## config.mk

```make
export PLATFORM = sky130hd
export DESIGN_NAME = pll_ser_ctrl
export DESIGN_NICKNAME = d
export VERILOG_FILES = /design/src/rtl/pll_ser_pkg.sv /design/src/rtl/bit_sync.sv /design/src/rtl/ser_shift_in.sv /design/src/rtl/latch_bank.sv /design/src/rtl/reset_seq.sv /design/src/rtl/pll_ser_ctrl.sv
export SDC_FILE = /design/constraint.sdc
export NUM_CORES = 1
export LEC_CHECK = 0
export BUFFER_PORTS_ARGS = -buffer_cell sky130_fd_sc_hd__buf_2
export CAP_MARGIN = 20
export CORE_MARGIN = 1.5
export CORE_UTILIZATION = 59
export DETAILED_ROUTE_END_ITERATION = 10
export PLACE_DENSITY_LB_ADDON = 0.3
export SLEW_MARGIN = 10
export SYNTH_ARGS = -nofsm -noshare
export SYNTH_HDL_FRONTEND = slang
export SYNTH_SLANG_ARGS = --single-unit
```

## constraint.sdc

```tcl
create_clock -name clk -period 3.6 [get_ports clk]
set_input_delay 0.72 -clock clk [delete_from_list [all_inputs] [get_ports clk]]
set_output_delay 0.72 -clock clk [all_outputs]
set_load 0.05 [all_outputs]
```

## src/rtl/pll_ser_pkg.sv

```systemverilog
// Package: shared constants and the latch-select encoding for the serial
// programming block. Assumes the word is at least 22 bits wide.
package pll_ser_pkg;
    localparam int SEL_W   = 2;
    localparam int F1_BIT  = 2;   // counter hold
    localparam int PD1_BIT = 3;   // power-down request
    localparam int PD2_BIT = 21;  // synchronous power-down select

    typedef enum logic [SEL_W-1:0] {
        SEL_REF  = 2'b00,
        SEL_FB   = 2'b01,
        SEL_FUNC = 2'b10,
        SEL_INIT = 2'b11
    } latch_sel_e;
endpackage

```

## src/rtl/bit_sync.sv

```systemverilog
// Module: multi-stage synchronizer for one asynchronous level.
// Assumes STAGES >= 2; output resets to RST_VAL.
module bit_sync #(
    parameter int   STAGES  = 2,
    parameter logic RST_VAL = 1'b0
) (
    input  logic clk,
    input  logic rst_n,
    input  logic d,
    output logic q
);
    logic [STAGES-1:0] chain;

    // Shift the input through the flop chain.
    always_ff @(posedge clk) begin
        if (!rst_n) chain <= {STAGES{RST_VAL}};
        else        chain <= {chain[STAGES-2:0], d};
    end

    assign q = chain[STAGES-1];
endmodule

```

## src/rtl/ser_shift_in.sv

```systemverilog
// Module: oversampled 3-wire receiver. It synchronizes the serial clock,
// data and load strobe, shifts on serial-clock rising edges, and emits a
// one-cycle load strobe holding the captured word.
// Assumes each serial level lasts longer than STAGES+1 system clocks.
module ser_shift_in #(
    parameter int WORD_W = 24,
    parameter int STAGES = 2
) (
    input  logic              clk,
    input  logic              rst_n,
    input  logic              ser_clk,
    input  logic              ser_data,
    input  logic              ser_le,
    output logic [WORD_W-1:0] word_o,
    output logic              ld_stb_o
);
    logic sclk_s, sdat_s, sle_s;
    logic sclk_d, sle_d;
    logic [WORD_W-1:0] shreg;

    bit_sync #(.STAGES(STAGES), .RST_VAL(1'b0)) u_sync_clk (.clk(clk), .rst_n(rst_n), .d(ser_clk),  .q(sclk_s));
    bit_sync #(.STAGES(STAGES), .RST_VAL(1'b0)) u_sync_dat (.clk(clk), .rst_n(rst_n), .d(ser_data), .q(sdat_s));
    bit_sync #(.STAGES(STAGES), .RST_VAL(1'b0)) u_sync_le  (.clk(clk), .rst_n(rst_n), .d(ser_le),   .q(sle_s));

    // Keep the previous synchronized levels for edge detection.
    always_ff @(posedge clk) begin
        if (!rst_n) begin
            sclk_d <= 1'b0;
            sle_d  <= 1'b0;
        end else begin
            sclk_d <= sclk_s;
            sle_d  <= sle_s;
        end
    end

    // Shift MSB first on each serial-clock rising edge.
    always_ff @(posedge clk) begin
        if (!rst_n)                shreg <= '0;
        else if (sclk_s && !sclk_d) shreg <= {shreg[WORD_W-2:0], sdat_s};
    end

    // Capture the word and strobe once per load-strobe rising edge.
    always_ff @(posedge clk) begin
        if (!rst_n) begin
            ld_stb_o <= 1'b0;
            word_o   <= '0;
        end else begin
            ld_stb_o <= sle_s && !sle_d;
            if (sle_s && !sle_d) word_o <= shreg;
        end
    end

    // a load strobe never lasts two cycles.
    p_ld_single_r2: assert property (@(posedge clk) disable iff (!rst_n)
        ld_stb_o |=> !ld_stb_o);
endmodule

```

## src/rtl/latch_bank.sv

```systemverilog
// Module: decodes the control bits of a loaded word and updates the
// reference, feedback or function latch. Initialization writes load the
// function latch too. Emits registered write strobes aligned with the update.
module latch_bank
    import pll_ser_pkg::*;
#(
    parameter int WORD_W = 24
) (
    input  logic              clk,
    input  logic              rst_n,
    input  logic              ld_stb,
    input  logic [WORD_W-1:0] word_i,
    output logic [WORD_W-1:0] ref_q,
    output logic [WORD_W-1:0] fb_q,
    output logic [WORD_W-1:0] func_q,
    output logic              fb_wr,
    output logic              init_wr
);
    latch_sel_e sel;
    logic       ref_wr, func_wr;

    assign sel = latch_sel_e'(word_i[SEL_W-1:0]);

    // Route the loaded word to its latch and flag the kind of write.
    always_ff @(posedge clk) begin
        if (!rst_n) begin
            ref_q   <= '0;
            fb_q    <= '0;
            func_q  <= '0;
            ref_wr  <= 1'b0;
            fb_wr   <= 1'b0;
            func_wr <= 1'b0;
            init_wr <= 1'b0;
        end else begin
            ref_wr  <= 1'b0;
            fb_wr   <= 1'b0;
            func_wr <= 1'b0;
            init_wr <= 1'b0;
            if (ld_stb) begin
                case (sel)
                    SEL_REF:  begin ref_q  <= word_i; ref_wr  <= 1'b1; end
                    SEL_FB:   begin fb_q   <= word_i; fb_wr   <= 1'b1; end
                    SEL_FUNC: begin func_q <= word_i; func_wr <= 1'b1; end
                    default:  begin func_q <= word_i; init_wr <= 1'b1; end
                endcase
            end
        end
    end

    // at most one kind of write per cycle.
    p_one_write_r2: assert property (@(posedge clk) disable iff (!rst_n)
        $onehot0({ref_wr, fb_wr, func_wr, init_wr}));
    // a reference write leaves the feedback latch untouched.
    p_ref_only_r2: assert property (@(posedge clk) disable iff (!rst_n)
        ref_wr |-> $stable(fb_q));
endmodule

```

## src/rtl/reset_seq.sv

```systemverilog
// Module: counter reset one-shot, counter hold and power-down state.
// Assumes ref_evt is a one-cycle synchronous pulse and write strobes
// are single cycles separated by idle cycles.
module reset_seq (
    input  logic clk,
    input  logic rst_n,
    input  logic init_wr,
    input  logic fb_wr,
    input  logic f1,
    input  logic pd1,
    input  logic pd2,
    input  logic ce_s,
    input  logic ref_evt,
    output logic rst_pulse,
    output logic cnt_hold,
    output logic cp_tristate,
    output logic pwr_down
);
    logic armed;
    logic pd_state;

    // Arm on initialization; consume on the next feedback load.
    always_ff @(posedge clk) begin
        if (!rst_n)       armed <= 1'b0;
        else if (init_wr) armed <= 1'b1;
        else if (fb_wr)   armed <= 1'b0;
    end

    // One-cycle reset pulse on initialization or the armed feedback load.
    always_ff @(posedge clk) begin
        if (!rst_n) rst_pulse <= 1'b0;
        else        rst_pulse <= init_wr || (fb_wr && armed);
    end

    // Programmed power-down: immediate, or waiting for a reference event.
    always_ff @(posedge clk) begin
        if (!rst_n) pd_state <= 1'b0;
        else        pd_state <= pd1 && (!pd2 || pd_state || ref_evt);
    end

    assign pwr_down    = !ce_s || pd_state;
    assign cnt_hold    = f1 || pwr_down;
    assign cp_tristate = cnt_hold || rst_pulse;

    // the reset pulse is one cycle wide.
    p_pulse_width_r3: assert property (@(posedge clk) disable iff (!rst_n)
        rst_pulse |=> !rst_pulse);
    // an unarmed feedback load gives no pulse.
    p_unarmed_quiet_r4: assert property (@(posedge clk) disable iff (!rst_n)
        (fb_wr && !armed && !init_wr) |=> !rst_pulse);
    // asynchronous request takes effect on the next edge.
    p_async_pd_r7: assert property (@(posedge clk) disable iff (!rst_n)
        (pd1 && !pd2) |=> pd_state);
    // synchronous request waits for a reference event.
    p_sync_wait_r8: assert property (@(posedge clk) disable iff (!rst_n)
        (!pd_state && pd2 && !ref_evt) |=> !pd_state);
    // clearing the request releases power-down state.
    p_release_r11: assert property (@(posedge clk) disable iff (!rst_n)
        !pd1 |=> !pd_state);
endmodule

```

## src/rtl/pll_ser_ctrl.sv

```systemverilog
// Module: top of the serial latch programming and reset sequencer.
// Assumes slow asynchronous serial inputs and a synchronous ref_evt pulse.
module pll_ser_ctrl
    import pll_ser_pkg::*;
#(
    parameter int WORD_W = 24,
    parameter int STAGES = 2
) (
    input  logic              clk,
    input  logic              rst_n,
    input  logic              ser_clk,
    input  logic              ser_data,
    input  logic              ser_le,
    input  logic              chip_en,
    input  logic              ref_evt,
    output logic [WORD_W-1:0] ref_word,
    output logic [WORD_W-1:0] fb_word,
    output logic [WORD_W-1:0] func_word,
    output logic              cnt_rst_pulse,
    output logic              cnt_hold,
    output logic              cp_tristate,
    output logic              pwr_down
);
    logic [WORD_W-1:0] ld_word;
    logic              ld_stb, fb_wr, init_wr, ce_s;

    ser_shift_in #(.WORD_W(WORD_W), .STAGES(STAGES)) u_rx (
        .clk(clk), .rst_n(rst_n), .ser_clk(ser_clk), .ser_data(ser_data),
        .ser_le(ser_le), .word_o(ld_word), .ld_stb_o(ld_stb));

    latch_bank #(.WORD_W(WORD_W)) u_latch (
        .clk(clk), .rst_n(rst_n), .ld_stb(ld_stb), .word_i(ld_word),
        .ref_q(ref_word), .fb_q(fb_word), .func_q(func_word),
        .fb_wr(fb_wr), .init_wr(init_wr));

    bit_sync #(.STAGES(STAGES), .RST_VAL(1'b0)) u_sync_ce (
        .clk(clk), .rst_n(rst_n), .d(chip_en), .q(ce_s));

    reset_seq u_seq (
        .clk(clk), .rst_n(rst_n), .init_wr(init_wr), .fb_wr(fb_wr),
        .f1(func_word[F1_BIT]), .pd1(func_word[PD1_BIT]), .pd2(func_word[PD2_BIT]),
        .ce_s(ce_s), .ref_evt(ref_evt), .rst_pulse(cnt_rst_pulse),
        .cnt_hold(cnt_hold), .cp_tristate(cp_tristate), .pwr_down(pwr_down));

    // chip enable held low forces power-down.
    p_ce_down_r6: assert property (@(posedge clk) disable iff (!rst_n)
        (!chip_en && $past(!chip_en) && $past(!chip_en, 2)) |-> pwr_down);
    // the hold bit holds counters and disables the pump.
    p_hold_f1_r5: assert property (@(posedge clk) disable iff (!rst_n)
        func_word[F1_BIT] |-> (cnt_hold && cp_tristate));
    // power-down always holds counters and disables the pump.
    p_pd_hold_r9: assert property (@(posedge clk) disable iff (!rst_n)
        pwr_down |-> (cnt_hold && cp_tristate));
endmodule

```

# Word-level counts from Yosys, hierarchy flattened
# Cells that the tools add are included.
# word_totals
in_bits	7
ff_bits	136
output_inout_bits	76
wordCells	46
# classes
reduce_logical	22
eq_ne	2
bitwise	1
muxes	4
# ops
op	count
2-bit AND reduction	4
1-bit logical OR	6
1-bit logical AND	4
1-bit zero test	4
1-bit 2-to-1 mux	4
3-bit OR reduction	1
2-bit by 1-bit == test with 1-bit output, second input constant	1
2-bit == test, second input constant	1
2-bit zero test	1
2-bit nonzero test	1
2-bit OR reduction	1
1-bit inverter	1

# Depth between registers and ports, before layout
# logic_depth
ltp_word	4
depth_mapped	5
ltp_nobuf	3

# Modules after synthesis
# Synthesis repeated with hierarchy kept, for this count alone.
# unflattened
cells_unflattened	489
area_unflattened_um2	5106.1
# modules_own_cells
module	n_inst	seq_area_each_um2	area_per_inst_um2	cells_per_inst
latch_bank	1	1481.4	2925.3	294
ser_shift_in	1	1021.0	1851.8	166
bit_sync	4	40.0	52.6	4
reset_seq	1	60.1	118.9	13

# Worst setup path after synthesis
# Ideal clock, no wire load.
# synth_timing
path_kind	register -> output
from	register u_seq.pd_state
to	output cp_tristate
path_stages_with_launch	3
required_time_ps	2880
path_buffers	0
t_arrival_ps	1327
path_slack_ps	1553
cell_sequence	dfxtp_1 > nand2b_1 > or3_1
# synth_via
elab_chain_len	3
# synth_rtl
element	line	rtl
from (decl)	reset_seq.sv:20	logic pd_state;
from (signal assigned)	reset_seq.sv:38	else pd_state <= pd1 && (!pd2 || pd_state || ref_evt);
1-bit logical OR	reset_seq.sv:41	assign pwr_down = !ce_s || pd_state;
net pwr_down	pll_ser_ctrl.sv:22	output logic pwr_down
1-bit logical OR	reset_seq.sv:42	assign cnt_hold = f1 || pwr_down;
1-bit logical OR	reset_seq.sv:43	assign cp_tristate = cnt_hold || rst_pulse;
to (decl)	pll_ser_ctrl.sv:21	output logic cp_tristate,
# The timed path passes the listed nets, and every way through them passes these cells.

# Worst setup path after layout
# layout_timing
from	register u_seq.pd_state
to	output cp_tristate
# layout_via
elab_chain_len	3
# layout_rtl
element	line
1-bit logical OR	reset_seq.sv:41
1-bit logical OR	reset_seq.sv:42
1-bit logical OR	reset_seq.sv:43
# No other way between the ends.

==> impl_metrics.ini <==
[finish]
area.sequential_mm2 = 0.002723
area_growth_pct = 20.42
fin_nets = 611
n_fill_cell = 566
post_route_cells_drive_above_1_share = 0.2334
fin_cells = 719
antenna_cells = 0
multi_input_area_mm2 = 0.001904

[timing]
finalWorstSetupSlack_ps = 1395
setup-violations-final = 0
clock.fmax_ghz = 0.4535
finalHoldViolCount = 0
fin_setup_tns_ps = 0
rsz0062_at_grt = no
finalMaxSlewViolations = 0
min_period_over_period = 0.6126
clock_skew_ps = 8.346
min_period_ps = 2205
worstMarginPinSlew_ps = 929.8
relSlewSlack = 0.3801

[synth]
ys_types = 25
ys_seq_area_frac = 0.5588
synth_top_family_by_area = simple AND/OR/NAND/NOR gates
synth_area_leaders = dfxtp_1 (56%), nand2_1 (13%), a21boi_0 (10%)
syn_inst = 544
yosys.area_share.adder = 0
synth-seq-cells = 136
yosys.area_share.simple = 0.2126
muxShareOfSynthArea = 0
synth-compound-area-share = 0.1782
synth_area_mm2 = 0.004872
ys_warn_count = 0
synth.avg_cell_area_um2 = 8.956
netlist.area_leader.share = 0.5588
synth_area_leader_cell = dfxtp_1
synth_fp_nets = 551
synth-xor-area-share = 0

[global_routing]
globalRouteTotalUtil = 0.2455
grt_max_degree = 84
overflow = 0
grt_pass1_vias = 3498
antenna_found_initial = 0
grt_pass1_wl_mm = 16.66

[clock_tree]
cts_setup_buffers = 0
clk_latency_ps = 520
cts.sinks = 136
htree_num_levels = 4
clk_path_buf_depth = 2
clkTransAtPathRegs_ps = 60
cts_buffers = 17
cts_resized = 0
cts_tree = built
root_buffer = clkbuf_8
cts_hold_buf = 0

[setup_path]
arrival_ps = 1490
crit_type = reg2out
worstPathCellList = nand2b_1 > or3_1 > buf_2
worst-path-max-fanout = 3
cp-start-kind = flip-flop
crit_required_ps = 2880
cp_slowest_cell = dfxtp_1
end_kind = output pin
critPathMaxStageDelay_ps = 300

[outcome]
run_status = complete, no violations

[place]
dp_slack_ps = 1459
post-dp-hpwl_mm = 6.332
dp.cells = 686
gp_congestion = 0.7868
port_buffers = 82

[floorplanning]
start_util = 0.6209
die_h_um = 93.88
ios = 83
dieArea_mm2 = 0.008813
core_mm2 = 0.007848
die_x_um = 93.88
rows = 32

[detailed_routing]
drt_iter0_drc = 225
ant_nets = 0
drcViolationCount = 0
wl_mm = 10.25
wl_per_cell_um = 14.25
first_pass_iters = 4
via_per_inst = 5.288
num_vias = 3802

[flow_run]
max-cap-violations = 0

[power_and_ir_drop]
power-per-cell-area_mw_per_mm2 = 576.9
irDropWorstVdd_v = 0.0003934
power.leakage_uw = 0.002274

[hold_path]
hold_path.class = in2reg
layout make-up:
type | instances | area share
tap | 102 | 0.02175
clock buffer | 21 | 0.07827
clock inverter | 11 | 0.02900
inverter | 2 | 0.001280
timing repair buffer | 87 | 0.08104
multi-input combinational | 360 | 0.3246
sequential | 136 | 0.4641
worst paths after layout:
check	slack [ps]	start	depth (start not counted)	to
setup / recovery	1390	u_seq.pd_state	3	cp_tristate
hold / removal	400	chip_en	2	u_sync_ce.chain[0]
setup reg to reg	1980	u_rx.ld_stb_o	3	u_latch.ref_q[1]
hold reg to reg	440	u_rx.u_sync_dat.chain[0]	1	u_rx.u_sync_dat.chain[1]
power by group:
| group | switching [uW] | total [uW] | internal (uW) | leakage (uW) |
|---|---|---|---|---|
| Combinational | 47.9 | 69.6 | 21.7 | 0.000877 |
| Clock | 623 | 1800 | 1180 | 0.000300 |
| Sequential | 1.97 | 1510 | 1510 | 0.00110 |
cells by family (layout without fill, tap and decap cells):
logic type | Yosys count | after routing
AOI/OAI and AO/OA | 120 | 120
DFF | 136 | 136
and+or+nand+nor | 240 | 240
buffers and inverters | 48 | 121
synthesized netlist by cell type:
cell type,n
and2_1,11
nor2b_1,5
nand3b_1,1
buf_4,4
nand3_2,2
buf_2,16
a21boi_1,7
clkbuf_1,18
nand2b_1,3
nand3_1,43
buf_1,4
o21ai_0,22
a21boi_0,65
nand2_1,166
or3b_1,1
buf_6,4
a21oi_1,2
or2_2,1
and3_1,3
nor2_1,3
o21ai_2,22
inv_1,2
o21a_1,2
dfxtp_1,136
or3_1,1
registers in the layout, indices dropped and copies added (netlist names):
| register | flops |
|---|---|
| u_latch.fb_q | 24 |
| u_latch.fb_wr | 1 |
| u_latch.func_q | 24 |
| u_latch.init_wr | 1 |
| u_latch.ref_q | 24 |
| u_rx.ld_stb_o | 1 |
| u_rx.sclk_d | 1 |
| u_rx.shreg | 24 |
| u_rx.sle_d | 1 |
| u_rx.u_sync_clk.chain | 2 |
| u_rx.u_sync_dat.chain | 2 |
| u_rx.u_sync_le.chain | 2 |
| u_rx.word_o | 24 |
| u_seq.armed | 1 |
| u_seq.pd_state | 1 |
| u_seq.rst_pulse | 1 |
| u_sync_ce.chain | 2 |
metrics by stage:
stage,power [uW],utilization,area (um^2),hold WS (ps)
floorplan,1603,-,4872,405.9
global placement,1613,0.6649,5218,415.0
detailed placement,1613,0.6649,5218,424.3
CTS,3397,0.7451,5847,394.4
global route,3476,0.7476,5867,403.0
finish,3384,0.7476,5867,404.2
layer usage:
layer,track usage,share of wire
met1,0.3138,0.45
met4,0.09204,0.018
met5,0,0
met3,0.07039,0.052
met2,0.3937,0.48
cells in the final DEF, fill, tap and decap left out, types with 4 or more instances in the layout:
master	synthesis	routed
and2_1	11	11
bufinv_16	0	4
nand3_1	43	43
buf_2	16	81
nor2b_1	5	5
buf_4	4	4
a21boi_1	7	7
clkbuf_16	0	16
clkbuf_8	0	4
o21ai_0	22	22
a21boi_0	65	65
o21ai_2	22	22
nand2_1	166	166
dfxtp_1	136	136
worst max-delay path, delay by kind of cell, from the launching register on:
| family | cells | cell delay, ps |
|---|---|---|
| flops | 1 | 300 |
| buf+inv | 1 | 220 |
| simple gates | 2 | 450 |
Power figures use the tool's default switching activity.
